`src/rtl/chop_pkg.sv`:
```
package chop_pkg;
  typedef enum logic [1:0] {
    ST_IDLE = 2'b00,
    ST_ON   = 2'b01,
    ST_OFF  = 2'b10
  } chop_state_e;

  typedef enum logic [1:0] {
    DCY_NONE = 2'b00,
    DCY_FAST = 2'b01,
    DCY_SLOW = 2'b10
  } decay_e;

  // gate bit order {hi_a, lo_a, hi_b, lo_b}
  function automatic logic [3:0] drive_pat(input logic dir);
    return dir ? 4'b1001 : 4'b0110;
  endfunction

  function automatic logic [3:0] fast_pat(input logic dir);
    return dir ? 4'b0110 : 4'b1001;
  endfunction

  function automatic logic [3:0] slow_pat(input logic dir);
    return dir ? 4'b0001 : 4'b0100;
  endfunction
endpackage

```
`src/rtl/chop_blank.sv`:
```
module chop_blank #(
  parameter int BLANK_CYCLES = 250
) (
  input  logic clk_i,
  input  logic rst_ni,
  input  logic start_i,
  input  logic run_i,
  output logic open_o
);
  localparam int BW = (BLANK_CYCLES < 1) ? 1 : $clog2(BLANK_CYCLES + 1);
  localparam logic [BW-1:0] BLANK_LD = BW'(BLANK_CYCLES);

  logic [BW-1:0] cnt_q;

  always_ff @(posedge clk_i or negedge rst_ni) begin
    if (!rst_ni)                     cnt_q <= '0;
    else if (start_i)                cnt_q <= BLANK_LD;
    else if (run_i && cnt_q != '0)   cnt_q <= cnt_q - 1'b1;
  end

  assign open_o = (cnt_q == '0);

  AST_BLANK_RANGE: assert property (@(posedge clk_i) disable iff (!rst_ni)
    cnt_q <= BLANK_LD);
  AST_BLANK_LOAD: assert property (@(posedge clk_i) disable iff (!rst_ni)
    (start_i && BLANK_CYCLES > 0) |=> !open_o);
endmodule

```
`src/rtl/chop_offtimer.sv`:
```
module chop_offtimer #(
  parameter int OFF_W              = 16,
  parameter int OFF_CYCLES_DEFAULT = 7500
) (
  input  logic             clk_i,
  input  logic             rst_ni,
  input  logic             start_i,
  input  logic             run_i,
  input  logic             ext_sel_i,
  input  logic [OFF_W-1:0] off_ext_i,
  output logic             last_o,
  output logic             fast_o
);
  localparam logic [OFF_W-1:0] DEF_LEN = OFF_W'(OFF_CYCLES_DEFAULT);
  localparam logic [OFF_W-1:0] ONE     = OFF_W'(1);
  localparam logic [OFF_W-1:0] THREE   = OFF_W'(3);

  logic [OFF_W-1:0] len_d, len_q, fast_q, cnt_q;

  always_comb begin
    if (ext_sel_i) len_d = (off_ext_i == '0) ? ONE : off_ext_i;
    else           len_d = DEF_LEN;
  end

  always_ff @(posedge clk_i or negedge rst_ni) begin
    if (!rst_ni) begin
      len_q  <= ONE;
      fast_q <= '0;
      cnt_q  <= '0;
    end else if (start_i) begin
      len_q  <= len_d;
      fast_q <= len_d / THREE;
      cnt_q  <= '0;
    end else if (run_i) begin
      cnt_q  <= cnt_q + 1'b1;
    end
  end

  assign last_o = (cnt_q == len_q - ONE);
  assign fast_o = (cnt_q < fast_q);

  AST_OFF_BOUND: assert property (@(posedge clk_i) disable iff (!rst_ni)
    run_i |-> cnt_q < len_q);
  AST_FAST_SHARE: assert property (@(posedge clk_i) disable iff (!rst_ni)
    fast_q <= len_q);
endmodule

```
`src/rtl/chop_fault.sv`:
```
module chop_fault (
  input  logic clk_i,
  input  logic rst_ni,
  input  logic short_i,
  input  logic sleep_i,
  output logic fault_o,
  output logic fault_next_o
);
  logic sleep_q, fault_q, wake;

  assign wake         = sleep_q & ~sleep_i;
  assign fault_next_o = (fault_q & ~wake) | (short_i & ~sleep_i);

  always_ff @(posedge clk_i or negedge rst_ni) begin
    if (!rst_ni) begin
      sleep_q <= 1'b0;
      fault_q <= 1'b0;
    end else begin
      sleep_q <= sleep_i;
      fault_q <= fault_next_o;
    end
  end

  assign fault_o = fault_q;

  AST_FAULT_STICKY: assert property (@(posedge clk_i) disable iff (!rst_ni)
    (fault_q && !(sleep_q && !sleep_i)) |=> fault_q);
  AST_FAULT_SLEEP_IGN: assert property (@(posedge clk_i) disable iff (!rst_ni)
    (!fault_q && sleep_i) |=> !fault_q);
endmodule

```
`src/rtl/chop_bridge.sv`:
```
module chop_bridge
  import chop_pkg::*;
(
  input  chop_state_e state_i,
  input  logic        dir_i,
  input  logic        fast_i,
  input  logic        slow_only_i,
  input  logic        sleep_i,
  input  logic        fault_i,
  output logic [3:0]  gate_o,
  output decay_e      decay_o
);
  always_comb begin
    gate_o  = 4'b0000;
    decay_o = DCY_NONE;
    if (!sleep_i && !fault_i) begin
      unique case (state_i)
        ST_ON: gate_o = drive_pat(dir_i);
        ST_OFF: begin
          if (fast_i && !slow_only_i) begin
            gate_o  = fast_pat(dir_i);
            decay_o = DCY_FAST;
          end else begin
            gate_o  = slow_pat(dir_i);
            decay_o = DCY_SLOW;
          end
        end
        default: gate_o = 4'b0000;
      endcase
    end
  end
endmodule

```
`src/rtl/chopper_ctrl.sv`:
```
module chopper_ctrl
  import chop_pkg::*;
#(
  parameter int BLANK_CYCLES       = 250,
  parameter int OFF_CYCLES_DEFAULT = 7500,
  parameter int OFF_W              = 16
) (
  input  logic             clk_i,
  input  logic             rst_ni,
  input  logic             trip_i,
  input  logic [1:0]       mode_i,
  input  logic             full_step_i,
  input  logic             gnd_short_i,
  input  logic             dir_i,
  input  logic             sleep_i,
  input  logic [OFF_W-1:0] off_ext_i,
  output logic [3:0]       gate_o,
  output logic [1:0]       decay_o
);
  chop_state_e state_q, state_d;
  logic dir_q, slow_q;
  logic blank_start, blank_open, off_start, off_last, off_fast;
  logic fault_q, fault_next, ext_sel, slow_sel;
  decay_e decay;

  assign ext_sel  = (mode_i == 2'b10) || (mode_i == 2'b11);
  assign slow_sel = full_step_i && ((mode_i == 2'b00) || (mode_i == 2'b01));

  chop_fault u_fault (
    .clk_i        (clk_i),
    .rst_ni       (rst_ni),
    .short_i      (gnd_short_i),
    .sleep_i      (sleep_i),
    .fault_o      (fault_q),
    .fault_next_o (fault_next)
  );

  chop_blank #(.BLANK_CYCLES(BLANK_CYCLES)) u_blank (
    .clk_i   (clk_i),
    .rst_ni  (rst_ni),
    .start_i (blank_start),
    .run_i   (state_q == ST_ON),
    .open_o  (blank_open)
  );

  chop_offtimer #(.OFF_W(OFF_W), .OFF_CYCLES_DEFAULT(OFF_CYCLES_DEFAULT)) u_off (
    .clk_i     (clk_i),
    .rst_ni    (rst_ni),
    .start_i   (off_start),
    .run_i     (state_q == ST_OFF),
    .ext_sel_i (ext_sel),
    .off_ext_i (off_ext_i),
    .last_o    (off_last),
    .fast_o    (off_fast)
  );

  always_comb begin
    state_d     = state_q;
    blank_start = 1'b0;
    off_start   = 1'b0;
    if (sleep_i || fault_next) begin
      state_d = ST_IDLE;
    end else begin
      unique case (state_q)
        ST_IDLE: begin
          state_d     = ST_ON;
          blank_start = 1'b1;
        end
        ST_ON: if (blank_open && trip_i) begin
          state_d   = ST_OFF;
          off_start = 1'b1;
        end
        ST_OFF: if (off_last) begin
          state_d     = ST_ON;
          blank_start = 1'b1;
        end
        default: state_d = ST_IDLE;
      endcase
    end
  end

  always_ff @(posedge clk_i or negedge rst_ni) begin
    if (!rst_ni) begin
      state_q <= ST_IDLE;
      dir_q   <= 1'b0;
      slow_q  <= 1'b0;
    end else begin
      state_q <= state_d;
      if (blank_start) dir_q  <= dir_i;
      if (off_start)   slow_q <= slow_sel;
    end
  end

  chop_bridge u_bridge (
    .state_i     (state_q),
    .dir_i       (dir_q),
    .fast_i      (off_fast),
    .slow_only_i (slow_q),
    .sleep_i     (sleep_i),
    .fault_i     (fault_q),
    .gate_o      (gate_o),
    .decay_o     (decay)
  );

  assign decay_o = decay;

  AST_NO_SHOOT: assert property (@(posedge clk_i) disable iff (!rst_ni)
    !(gate_o[3] && gate_o[2]) && !(gate_o[1] && gate_o[0]));
  AST_SLEEP_DARK: assert property (@(posedge clk_i) disable iff (!rst_ni)
    sleep_i |-> (gate_o == 4'b0000 && decay_o == 2'b00));
  AST_FAULT_DARK: assert property (@(posedge clk_i) disable iff (!rst_ni)
    fault_q |-> gate_o == 4'b0000);
  AST_BLANK_HOLD: assert property (@(posedge clk_i) disable iff (!rst_ni)
    (state_q == ST_ON && !blank_open && !sleep_i && !fault_next) |=> state_q == ST_ON);
  AST_FULLSTEP_SLOW: assert property (@(posedge clk_i) disable iff (!rst_ni)
    (state_q == ST_OFF && slow_q && !sleep_i && !fault_q) |-> decay_o == 2'b10);
  AST_DIR_STABLE: assert property (@(posedge clk_i) disable iff (!rst_ni)
    (state_q == ST_ON && $past(state_q) == ST_ON) |-> $stable(dir_q));
endmodule

```
`config.mk`:
```
export PLATFORM = sky130hd
export DESIGN_NAME = chopper_ctrl
export DESIGN_NICKNAME = d
export VERILOG_FILES = /design/src/rtl/chop_pkg.sv /design/src/rtl/chop_blank.sv /design/src/rtl/chop_offtimer.sv /design/src/rtl/chop_fault.sv /design/src/rtl/chop_bridge.sv /design/src/rtl/chopper_ctrl.sv
export SDC_FILE = /design/constraint.sdc
export NUM_CORES = 1
export LEC_CHECK = 0
export CORE_MARGIN = 1.5
export CORE_UTILIZATION = 30
export DETAILED_ROUTE_END_ITERATION = 10
export DONT_BUFFER_PORTS = 1
export PLACE_DENSITY_LB_ADDON = 0.1
export SLEW_MARGIN = 0
export SYNTH_ARGS = -nofsm -noshare
export SYNTH_HDL_FRONTEND = slang
export SYNTH_SLANG_ARGS = --single-unit
```
`constraint.sdc`:
```
create_clock -name clk_i -period 5.3 [get_ports clk_i]
set_clock_uncertainty 0.2 [all_clocks]
set_input_delay 1.06 -clock clk_i [delete_from_list [all_inputs] [get_ports clk_i]]
set_output_delay 1.06 -clock clk_i [all_outputs]
set_load 0.005 [all_outputs]
```
==> results of run 1 <==
sequential cells by signal, indices dropped and copies added, names as in the netlist:
| register | count |
|---|---|
| dir_q | 1 |
| u_fault.fault_o | 1 |
| slow_q | 1 |
| u_off.len_q | 16 |
| u_off.fast_q | 15 |
| u_off.cnt_q | 16 |
| state_q | 2 |
| u_blank.cnt_q | 8 |
| u_fault.sleep_q | 1 |
power groups by stage:
stage | Sequential (mW) | Combinational (mW) | Clock, mW
finish | 0.501 | 0.253 | 0.643
global route | 0.504 | 0.281 | 0.688
detailed placement | 0.509 | 0.250 | 0
global placement | 0.509 | 0.242 | 0
floorplan | 0.505 | 0.219 | 0
CTS | 0.501 | 0.253 | 0.660
Yosys cell counts, types with 3 or more instances:
cell	instances	area share, %
sky130_fd_sc_hd__a2111oi_0	3	0.50
sky130_fd_sc_hd__a211oi_1	6	0.86
sky130_fd_sc_hd__a21o_1	5	0.72
sky130_fd_sc_hd__a21oi_1	28	2.7
sky130_fd_sc_hd__a221oi_1	4	0.67
sky130_fd_sc_hd__a22o_1	3	0.50
sky130_fd_sc_hd__a31oi_1	9	1.1
sky130_fd_sc_hd__a32oi_1	4	0.67
sky130_fd_sc_hd__and2_1	6	0.72
sky130_fd_sc_hd__and3_1	4	0.48
sky130_fd_sc_hd__buf_1	5	0.36
sky130_fd_sc_hd__buf_2	3	0.29
sky130_fd_sc_hd__buf_4	6	0.86
sky130_fd_sc_hd__clkbuf_1	23	1.6
sky130_fd_sc_hd__dfrtp_1	60	29
sky130_fd_sc_hd__ha_1	24	5.7
sky130_fd_sc_hd__inv_1	38	2.7
sky130_fd_sc_hd__mux2i_1	3	0.57
sky130_fd_sc_hd__nand2_1	70	5.0
sky130_fd_sc_hd__nand2b_1	14	1.7
sky130_fd_sc_hd__nand3_1	17	1.6
sky130_fd_sc_hd__nand3b_1	3	0.43
sky130_fd_sc_hd__nand4_1	8	0.95
sky130_fd_sc_hd__nor2_1	87	6.2
sky130_fd_sc_hd__nor2b_1	5	0.60
sky130_fd_sc_hd__nor3_1	13	1.2
sky130_fd_sc_hd__nor3b_1	4	0.57
sky130_fd_sc_hd__nor4_1	12	1.4
sky130_fd_sc_hd__o2111ai_1	3	0.50
sky130_fd_sc_hd__o211ai_1	11	1.6
sky130_fd_sc_hd__o21ai_0	47	4.5
sky130_fd_sc_hd__o221ai_1	3	0.50
sky130_fd_sc_hd__o22ai_1	4	0.48
sky130_fd_sc_hd__o31a_1	3	0.50
sky130_fd_sc_hd__o31ai_1	6	0.86
sky130_fd_sc_hd__o41ai_1	3	0.50
sky130_fd_sc_hd__or3_1	4	0.48
sky130_fd_sc_hd__xnor2_1	26	4.3
sky130_fd_sc_hd__xor2_1	23	3.8
critical path, delay by kind of cell, from the launching register on:
kind / cells / cell delay (ns)
compound gates: 11 / 2.04
fa+ha+maj: 2 / 0.56
buf+inv: 1 / 0.12
flops: 1 / 0.45
simple gates: 2 / 0.24
routing by layer:
layer | up-vias | part of all wire, % | wire length, µm
li1 | 2316 | - | -
met5 | - | 0 | 0
met2 | 83 | 46 | 6280
met1 | 2178 | 48 | 6620
met4 | 0 | 2.0 | 273
met3 | 17 | 4.5 | 616
final cells by class:
cell class	count	area share [%]
clock buffers	12	4.48
clock inverters	4	1.23
well taps	225	4.92
flip-flops and latches	61	26.7
repair buffers	10	1.31
inverters	39	2.56
multi-input cells	520	58.8
cell families (layout without fill, tap and decap cells):
logic type / after synthesis / after routing
buffers and inverters: 79 / 65
multiplexers: 5 / 5
AND/OR/NAND/NOR: 266 / 266
adder cells (fa/ha/maj): 24 / 24
flip-flops: 61 / 61
XOR/XNOR: 50 / 50
AO/OA/AOI/OAI: 175 / 175
repair_timing:
item / 4_1_cts / 5_1_grt
setup endpoints to repair: 0 / 1
hold buffers: 0 / 0
resized for setup: 0 / 2
worst max-delay path by stage:
stage                         startpoint              end  depth (start not counted)
final                     u_off.cnt_q[1]        gate_o[0]                         16
after global routing      u_off.cnt_q[1]        gate_o[0]                         16
after floorplan            off_ext_i[12]  u_off.fast_q[0]                         21
after global placement     off_ext_i[12]  u_off.fast_q[0]                         19
after CTS                 u_off.cnt_q[1]        gate_o[0]                         16
after detailed placement   off_ext_i[12]  u_off.fast_q[0]                         19
metrics by stage:
stage	power [mW]	worst slack, ns
6_report	1.40	0.300
5_1_grt	1.47	0.0793
4_1_cts	1.41	0.0196
3_5_place_dp	0.759	0.162
3_3_place_gp	0.751	0.292
2_1_floorplan	0.724	0.396
==> flow_metrics.tcl, run 1 <==
set metrics [dict create \
    finalSetupTns_ns 0 \
    stdcell_area_mm2 0.00572 \
    drc 0 \
    reg2reg_from "u_off.len_q[2]" \
    synth_top_family_by_area "simple AND/OR/NAND/NOR gates" \
    grt_antenna_before_repair 0 \
    cp_data_required_time_ns 4.04 \
    clock_tree.htree_level_count 3 \
    worstSetupStartpointType "flop" \
    fp.dieArea_mm2 0.0183 \
    stdcell_count 871 \
    cp.arrival_ns 3.74 \
    first_iter_violations 223 \
    combinational_share_of_power_pct 18.1 \
    synthXorXnorAreaFrac_pct 8.50 \
    place.gp.congestion 0.852 \
    final_antenna_net_count 0 \
    crit_path_max_incr_delay_ns 0.45 \
    max_clock_freq_ghz 0.200 \
    most_common_cell_on_crit_path "sky130_fd_sc_hd__a21o_1" \
    num_io_pins 31 \
    post_route_cells_drive_above_1_share_pct 8.36 \
    post-place-cells 855 \
    floorplan.initialDensity_pct 30.5 \
    crit_path_top_delay_cell "sky130_fd_sc_hd__dfrtp_2" \
    synth_area_mm2 0.00524 \
    outcome "complete, no violations" \
    power_switching_share_pct 26.3 \
    use_met2_pct 26.1 \
    grtUsageMet3_pct 2.77 \
    top_usage_layer "met2" \
    post_synthesis_share_of_cell_area_spent_on_and_or_nand_and_nor_gates_pct 24.7 \
    routed_wirelength_mm 13.8 \
    path_cells "ha_1 > a21o_1 > a21o_1 > a21o_1 > a21o_1 > a21o_1 > a21oi_1 > nor2b_1 > o21ai_1 > a21oi_1 > o41a_1 > a311o_1 > inv_1 > ha_1 > o21ai_0 > nor2b_1" \
    finish_stage_setup_viols 0 \
    p_clk_share_pct 46.0 \
    most-common-layout-cells "sky130_fd_sc_hd__nor2_1 (87), sky130_fd_sc_hd__nand2_1 (70), sky130_fd_sc_hd__dfrtp_1 (59)" \
    detailroute.via_count 4594 \
    p_leak_nw 2.26 \
    power.net_switching_uw 367 \
    multi_input_area_mm2 0.00336 \
    max_cap_viol 0 \
    clock_sink_count 61 \
    asyncSetResetFlopFracSynth_pct 100 \
    gr-total-overflow 0 \
    yosys_warnings 0 \
    global_route.usage.total_pct 16.0 \
    timing.final.crit_share_pct 94.3 \
    via_count_of_the_first_global_routing_pass 4557 \
    area.sequential_mm2 0.00153 \
    hold_path_class "in -> async" \
    detailed_place_hpwl_mm 10.2 \
    synth.yosys.seq_area_share_pct 29.1 \
    finalHoldViolCount 0 \
    grt_first_pass_wirelength_mm 23.3 \
    core.rowCount 48 \
    sequential_group_share_of_total_power_pct 35.9 \
    power-per-cell-area_mw_per_mm2 244 \
    setup.reg_to_reg.worst_slack_ns 1.44 \
    vias_per_cell 5.27 \
    power.internal_mw 1.03 \
    core_outline_area_mm2 0.0172 \
    nNetsFinal 690 \
    worst_supply_voltage_drop_on_vdd_mv 0.116 \
    wl_per_cell_um 15.8 \
    total_of_flip_flops_plus_latches_after_synthesis 61 \
    netlist_instances 660 \
    crit-reg2reg-capture "state_q[0]" \
    finalCoreUtilization_pct 33.3 \
    numCtsBuffers 9 \
    synth.avg_cell_area_um2 7.94 \
    tritoncts "yes" \
    post_synth_mux_area_share_pct 1.00 \
    min_period_ns 5.00 \
    die-width_um 135 \
    clkTransAtPathRegs_ns 0.05 \
    worst_hold_slack_ns 0.221 \
    gr-usage-met1_pct 21.1 \
    synth_compound_gate_area_share_pct 24.1 \
    clk_latency_ns 0.33 \
    grt_setup_unrepaired "false" \
    worst-slew-pin-transition_ns 1.15 \
    num-fill-cells 1855 \
    cts-root-to-sink-buffers 2 \
    synth-adder-area-share_pct 5.73 \
    end_kind "output pin" \
    postCtsSetupBuffers 0 \
    cp_max_fo 6 \
    syn-num-nets 709 \
    worst_r2r_path_depth 13 \
    postSynth.topFlopCell "sky130_fd_sc_hd__dfrtp_1" \
    port_buffers 0 \
    critical_path_class "reg -> out" \
    syn2layout_area_growth_pct 9.09 \
    detailed_place.area_mm2 0.00539 \
    antenna-diode-count 0 \
    layout_commonest_cell "sky130_fd_sc_hd__nor2_1" \
    max_slew_margin_pct 23.6 \
    yosys.cell_types.count 86 \
    die_height_um 135 \
    detailedRoute.firstPassIterationCount 4 \
    timing_max_transition_violations_final 0 \
    synth-edff-count 0 \
    pin_count_of_the_biggest_net_entering_global_routing 62 \
    clock_tree.root_cell "sky130_fd_sc_hd__clkbuf_16" \
]
Note: power is estimated with default switching activity, not from simulation.
==> run 2, diff against run 1 <==
Settings changed: SYNTH_HIERARCHICAL set to 1.
==> run 2 against run 1 <==
Net effect: synthesized cell count shrank 3.0%; clock power grew 2%; critical endpoint is now u_off/fast_q[0]; design area rose by 0.90%; critical path type is now in -> reg; utilization up 1.4 points; sequential share of layout area decreased by 0.26 points; wire length fell by 4.1%; largest cell class unchanged; sequential cell count unchanged; critical path depth is 2 higher; die area decreased by 1.9%; via count grew 0.22%.
==> flow_metrics.tcl, run 2 <==
set metrics [dict create \
    outcome "complete, no violations" \
    synth_area_mm2 0.00514 \
    finalSetupTns_ns 0 \
    yosysTopAreaCellShare_pct 29.2 \
    clk_latency_ns 0.33 \
    nNetsFinal 687 \
    critical_path.top_delay_family "compound AO/OA/AOI/OAI gates" \
    worst_supply_voltage_drop_on_vdd_mv 0.143 \
    critical_path.startpoint "off_ext_i[1]" \
    final_antenna_net_count 0 \
    clkTransAtPathRegs_ns 0.05 \
    detailroute.via_count 4604 \
    layout_commonest_cell "sky130_fd_sc_hd__nand2_1" \
    detailed_place_hpwl_mm 9.90 \
    drc 0 \
    path_cells "nor4_1 > a41o_2 > o21bai_2 > o221ai_1 > o221ai_1 > o2111ai_1 > o311ai_2 > a22oi_4 > and2_1 > a211oi_1 > a21oi_1 > ha_1 > a21oi_1 > nand2_1 > mux2i_1 > a22o_1 > a211o_1 > o311ai_2" \
    dp_worst_setup_slack_ns 0.0149 \
    crit_path_max_incr_delay_ns 0.43 \
    synth_most_common_cell "sky130_fd_sc_hd__nand2_1" \
    numCtsBuffers 9 \
    cts-root-to-sink-buffers 2 \
    grt_first_pass_wirelength_mm 21.6 \
    fp.dieArea_mm2 0.0179 \
    setup_ws_ns 0.357 \
    max_slew_margin_pct 52.0 \
    global_route.usage.total_pct 14.9 \
    timing_max_transition_violations_final 0 \
    cp_data_required_time_ns 5.29 \
    postSynth.topFlopCell "sky130_fd_sc_hd__dfrtp_1" \
    wl_per_cell_um 15.3 \
    max_cap_viol 0 \
    gr-total-overflow 0 \
    critical_path_class "in -> reg" \
    first_iter_violations 265 \
    min_period_ns 4.94 \
    port_buffers 0 \
    synthTopCellsByArea "sky130_fd_sc_hd__dfrtp_1 (29%), sky130_fd_sc_hd__ha_1 (5.4%), sky130_fd_sc_hd__o21ai_0 (5.0%), sky130_fd_sc_hd__nand2_1 (4.8%), sky130_fd_sc_hd__nor2_1 (4.2%)" \
    num_io_pins 31 \
    power_mw 1.45 \
    timing.final.crit_share_pct 93.3 \
    cts_hold_fix_bufs 0 \
    finalCoreUtilization_pct 34.7 \
    asyncSetResetFlopFracSynth_pct 100 \
    finalHoldViolCount 0 \
    place.gp.congestion 0.860 \
    vias_per_cell 5.32 \
    post_route_cells_drive_above_1_share_pct 11.6 \
    total_of_flip_flops_plus_latches_after_synthesis 61 \
    layout_top_registers "u_off/cnt_q x16, u_off/len_q x16, u_off/fast_q x15" \
    crit_path_top_delay_cell "sky130_fd_sc_hd__nor4_1" \
    synth-edff-count 0 \
    p_leak_nw 2.27 \
    netlist_top_cells_count "sky130_fd_sc_hd__nand2_1 (66), sky130_fd_sc_hd__dfrtp_1 (60), sky130_fd_sc_hd__nor2_1 (58)" \
    finish_stage_setup_viols 0 \
    clock_tree.htree_level_count 3 \
    die_height_um 134 \
    synth.avg_cell_area_um2 8.03 \
    antenna-diode-count 0 \
    synth.yosys.seq_area_share_pct 29.7 \
    hold_path_class "in -> async" \
    most-common-layout-cells "sky130_fd_sc_hd__nand2_1 (66), sky130_fd_sc_hd__dfrtp_1 (60), sky130_fd_sc_hd__nor2_1 (58)" \
    core.rowCount 47 \
    max_clock_freq_ghz 0.202 \
    synthDominantAreaCellType "sky130_fd_sc_hd__dfrtp_1" \
    routed_wirelength_mm 13.2 \
    post_cts_resized 0 \
    post-place-cells 849 \
    floorplan.initialDensity_pct 30.9 \
    yosys_warnings 6 \
    num-fill-cells 1732 \
    syn-num-nets 687 \
    core_outline_area_mm2 0.0166 \
    worstPathBufferInverterCount 0 \
    cp.arrival_ns 4.94 \
    grt_antenna_before_repair 0 \
    worstSetupStartpointType "input port" \
    clock_sink_count 61 \
    cp_max_fo 8 \
    postCtsSetupBuffers 0 \
    area.sequential_mm2 0.00153 \
    multi_input_area_mm2 0.00331 \
    via_count_of_the_first_global_routing_pass 4238 \
    reg2reg_from "u_off/len_q[3]" \
    clock_tree.root_cell "sky130_fd_sc_hd__clkbuf_16" \
    worst-slew-pin-transition_ns 0.719 \
    stdcell_count 865 \
    tritoncts "yes" \
    end_kind "flop" \
    syn2layout_area_growth_pct 12.3 \
    pin_count_of_the_biggest_net_entering_global_routing 62 \
    power-per-cell-area_mw_per_mm2 251 \
    yosys.cell_types.count 84 \
    netlist_instances 640 \
    die-width_um 134 \
    grt_setup_unrepaired "false" \
    detailedRoute.firstPassIterationCount 5 \
]
[run 2: changes by cell type after synthesis, moves of 5 or more]
cell / previous run / this run
sky130_fd_sc_hd__nor2_1: 87 / 58
sky130_fd_sc_hd__a21oi_1: 28 / 42
sky130_fd_sc_hd__xnor2_1: 26 / 15
sky130_fd_sc_hd__nand3b_1: 3 / 11
sky130_fd_sc_hd__buf_2: 3 / 10
sky130_fd_sc_hd__a21o_1: 5 / 10
sky130_fd_sc_hd__clkbuf_1: 23 / 18
sky130_fd_sc_hd__inv_1: 38 / 33
sky130_fd_sc_hd__nor4_1: 12 / 7
sky130_fd_sc_hd__o211ai_1: 11 / 6
[run 2: cell families (layout without fill, tap and decap cells)]
family	Yosys count	after routing	synth area share, %
buf+inv	71	76	5.94
xor+xnor	37	37	6.31
fa+ha+maj	22	22	5.36
compound gates	185	185	24.7
simple gates	253	253	25.7
flops	61	61	29.7
mux	11	11	2.26
[run 2: report_power, final]
group          switching, mW  internal (mW)  total (mW)
logic                  0.156          0.131       0.287
registers             0.0226          0.486       0.509
clock network          0.205          0.450       0.655
total                  0.383           1.07        1.45
[run 2: cell type report]
class,instances,share of cell area [%]
clock buffers,13,4.68
clock inverters,3,1.17
multi-input cells,508,57.4
inverters,35,2.28
well taps,220,4.77
repair buffers,25,3.25
flip-flops and latches,61,26.5
[run 2: metal layers]
| layer | vias to the layer above | part of all wire [%] | track usage (%) |
|---|---|---|---|
| li1 | 2321 | - | - |
| met1 | 2180 | 49 | 21.0 |
| met2 | 92 | 46 | 23.5 |
| met3 | 11 | 3.9 | 2.19 |
| met4 | 0 | 1.4 | 4.17 |
| met5 | - | 0 | 0 |
[run 2: worst register-to-register path, stage by stage (launching register included)]
cell,delay (ns)
sky130_fd_sc_hd__dfrtp_1,0.45
sky130_fd_sc_hd__nor3_1,0.28
sky130_fd_sc_hd__nand3_1,0.17
sky130_fd_sc_hd__or2_2,0.34
sky130_fd_sc_hd__nor3_1,0.22
sky130_fd_sc_hd__xnor2_1,0.21
sky130_fd_sc_hd__nor2b_1,0.18
sky130_fd_sc_hd__a22o_1,0.13
sky130_fd_sc_hd__a21oi_1,0.07
sky130_fd_sc_hd__a211oi_1,0.26
sky130_fd_sc_hd__inv_1,0.10
sky130_fd_sc_hd__a2111o_1,0.46
sky130_fd_sc_hd__inv_1,0.24
sky130_fd_sc_hd__nor2_1,0.07
sky130_fd_sc_hd__mux2_2,0.26
[run 2: final timing paths]
check	to	slack [ns]	depth (start not counted)
max	u_off/fast_q[0]	0.36	18
min	u_blank/cnt_q[7]	0.23	0
max reg2reg	u_blank/cnt_q[0]	1.56	14
min reg2reg	slow_q	0.31	2
max in group asynchronous	u_off/len_q[0]	4.46	0
min in group clk_i	slow_q	0.31	2
[run 2: metrics by stage]
step	hold WS (ns)	cell area, µm²
2_1_floorplan	0.270	5140
3_3_place_gp	0.292	5430
3_5_place_dp	0.300	5430
4_1_cts	0.209	5770
5_1_grt	0.204	5770
6_report	0.225	5770
==> run 3, diff against run 2 <==
==> constraint.sdc (replaced) <==
create_clock -name clk_i -period 5.3 [get_ports clk_i]
set_clock_uncertainty 0.2 [all_clocks]
set_input_delay 0 -clock clk_i [delete_from_list [all_inputs] [get_ports clk_i]]
set_output_delay 0 -clock clk_i [all_outputs]
set_load 0.005 [all_outputs]
==> run 3 against run 2 <==
Net effect: the flow now finishes with violations (hold timing); first-iteration DRC count grew 9.8%; register-to-register slack lost 0.07 ns; power shrank 5.5%; setup slack gained 0.043 ns; die area is the same; sequential cell count is the same; fmax grew 0.88%; final cell count grew 0.23%; wire length grew 3.6%; utilization grew 0.26 points; design area grew 0.74%.
==> flow_metrics.tcl, run 3 (synthesis gave the netlist of run 2 again) <==
set metrics [dict create \
    end_kind "flop" \
    core.rowCount 47 \
    detailroute.via_count 4664 \
    finalHoldViolCount 7 \
    core_outline_area_mm2 0.0166 \
    wl_per_cell_um 15.8 \
    cp_data_required_time_ns 5.33 \
    critical_path_class "in -> reg" \
    pin_count_of_the_biggest_net_entering_global_routing 62 \
    finalSetupTns_ns 0 \
    worst_hold_slack_ns -0.0172 \
    max_cap_viol 0 \
    gr-total-overflow 0 \
    numCtsBuffers 9 \
    finalCoreUtilization_pct 34.9 \
    num_io_pins 31 \
    top_usage_layer "met2" \
    clkTransAtPathRegs_ns 0.06 \
    cp.arrival_ns 4.93 \
    floorplan.initialDensity_pct 30.9 \
    detailed_place_hpwl_mm 9.76 \
    power_mw 1.37 \
    vias_per_cell 5.38 \
    routed_wirelength_mm 13.7 \
    use_met2_pct 25.8 \
    worst-slew-pin-transition_ns 0.798 \
    final_antenna_net_count 0 \
    max_slew_margin_pct 46.7 \
    power.net_switching_uw 400 \
    stdcell_area_mm2 0.00581 \
    clock_sink_count 61 \
    num-fill-cells 1722 \
    clk_latency_ns 0.33 \
    grt_setup_unrepaired "false" \
    p_clk_share_pct 41.8 \
    sequential_group_share_of_total_power_pct 37.1 \
    port_buffers 0 \
    syn2layout_area_growth_pct 13.1 \
    clock_tree.htree_level_count 3 \
    combinational_share_of_power_pct 21.1 \
    max_clock_freq_ghz 0.204 \
    fp.dieArea_mm2 0.0179 \
    detailedRoute.firstPassIterationCount 5 \
    min_period_ns 4.90 \
    place.gp.congestion 0.823 \
    cp_max_fo 17 \
    most-common-layout-cells "sky130_fd_sc_hd__nand2_1 (66), sky130_fd_sc_hd__dfrtp_1 (60), sky130_fd_sc_hd__nor2_1 (58)" \
    gr-usage-met1_pct 21.1 \
    worstSetupStartpointType "input port" \
    antenna-diode-count 0 \
    layout_commonest_cell "sky130_fd_sc_hd__nand2_1" \
    failed_checks "hold timing" \
    post_route_cells_drive_above_1_share_pct 8.19 \
    clock_tree.root_cell "sky130_fd_sc_hd__clkbuf_16" \
    die-width_um 134 \
    drc 0 \
    via_count_of_the_first_global_routing_pass 4480 \
    die_height_um 134 \
    grt_antenna_before_repair 0 \
    outcome "complete, but fails checks" \
    p_leak_nw 2.26 \
    layout_top_registers "u_off/cnt_q x16, u_off/len_q x16, u_off/fast_q x15" \
    tritoncts "yes" \
    first_iter_violations 291 \
    timing_max_transition_violations_final 0 \
    grtUsageMet3_pct 2.04 \
    finish_stage_setup_viols 0 \
    timing.final.crit_share_pct 92.5 \
    postCtsSetupBuffers 0 \
    cts-root-to-sink-buffers 2 \
    worst_supply_voltage_drop_on_vdd_mv 0.135 \
    detailed_place.area_mm2 0.00528 \
    hold_path_class "in -> async" \
    nNetsFinal 689 \
    grt_first_pass_wirelength_mm 22.7 \
    power_switching_share_pct 29.2 \
    power-per-cell-area_mw_per_mm2 236 \
    power.internal_uw 970 \
    global_route.usage.total_pct 15.7 \
    worst_r2r_path_depth 14 \
]
## run 3: cell count changes in the layout (fill, tap and decap cells not counted), moves of 2 or more
cell,delta
sky130_fd_sc_hd__dlygate4sd3_1,+21
sky130_fd_sc_hd__clkbuf_8,-3
sky130_fd_sc_hd__clkbuf_1,+2
sky130_fd_sc_hd__buf_4,-21
## run 3: layer usage
metal | routed length [µm] | vias up
met3 | 398 | 17
met5 | 0 | -
met2 | 6530 | 105
met1 | 6570 | 2224
li1 | - | 2318
met4 | 214 | 0
## run 3: worst paths after layout
kind / slack, ns / from / to
worst min register to register: 0.32 / u_off/fast_q[9] / u_off/fast_q[9]
max in group asynchronous: 4.58 / rst_ni / u_off/len_q[0]
worst max-delay path: 0.40 / mode_i[1] / u_off/fast_q[0]
worst max register to register: 1.49 / u_off/len_q[5] / u_blank/cnt_q[0]
worst min-delay path: -0.02 / rst_ni / u_blank/cnt_q[0]
min in group clk_i: 0.02 / off_ext_i[15] / u_off/fast_q[11]
## run 3: area by class of cell
| cell class | count | area [µm²] | area share, % |
|---|---|---|---|
| Multi-Input combinational cell | 508 | 3310 | 57.0 |
| Sequential cell | 61 | 1530 | 26.3 |
| Timing Repair Buffer | 27 | 280 | 4.82 |
| Tap cell | 220 | 275 | 4.74 |
| Clock buffer | 12 | 236 | 4.07 |
| Inverter | 35 | 131 | 2.26 |
| Clock inverter | 4 | 51.3 | 0.882 |
## run 3: stage by stage
stage | worst slack, ns | hold slack, ns | std cells
finish | 0.400 | -0.0172 | 867
global route | 0.0495 | 0.0307 | 867
CTS | 0.0360 | 0.0117 | 867
detailed placement | 0.632 | -0.493 | 828
global placement | 0.791 | -0.494 | 828
floorplan | 1.28 | -0.496 | 640
## run 3: worst max-delay path, cell delays in order
cell and delay [ns]:
sky130_fd_sc_hd__dlymetal6s4s_1 0.65, sky130_fd_sc_hd__inv_2 0.27, sky130_fd_sc_hd__a41o_2 0.38, sky130_fd_sc_hd__o311a_1 0.48, sky130_fd_sc_hd__o31ai_1 0.32, sky130_fd_sc_hd__a311o_1 0.25, sky130_fd_sc_hd__o311a_1 0.32, sky130_fd_sc_hd__o311ai_2 0.18
sky130_fd_sc_hd__a22oi_4 0.24, sky130_fd_sc_hd__and2_1 0.35, sky130_fd_sc_hd__xnor2_1 0.12, sky130_fd_sc_hd__a21oi_1 0.18, sky130_fd_sc_hd__ha_1 0.33, sky130_fd_sc_hd__a21oi_1 0.10, sky130_fd_sc_hd__nand2_1 0.11, sky130_fd_sc_hd__mux2i_1 0.09
sky130_fd_sc_hd__a22o_1 0.20, sky130_fd_sc_hd__a211o_1 0.28, sky130_fd_sc_hd__o311ai_2 0.08
## run 3: timing repair
item	in CTS	in global routing
gates resized for setup	0	1
endpoints found under the hold margin	116	0
setup endpoints to repair	0	1
hold buffers	23	0
## run 3: power groups by stage
| stage | sequential, mW | combinational, mW | clock (mW) |
|---|---|---|---|
| after floorplan | 0.510 | 0.230 | 0 |
| after global placement | 0.515 | 0.252 | 0 |
| after detailed placement | 0.516 | 0.257 | 0 |
| after CTS | 0.508 | 0.290 | 0.592 |
| after global routing | 0.512 | 0.324 | 0.612 |
| final | 0.508 | 0.290 | 0.573 |
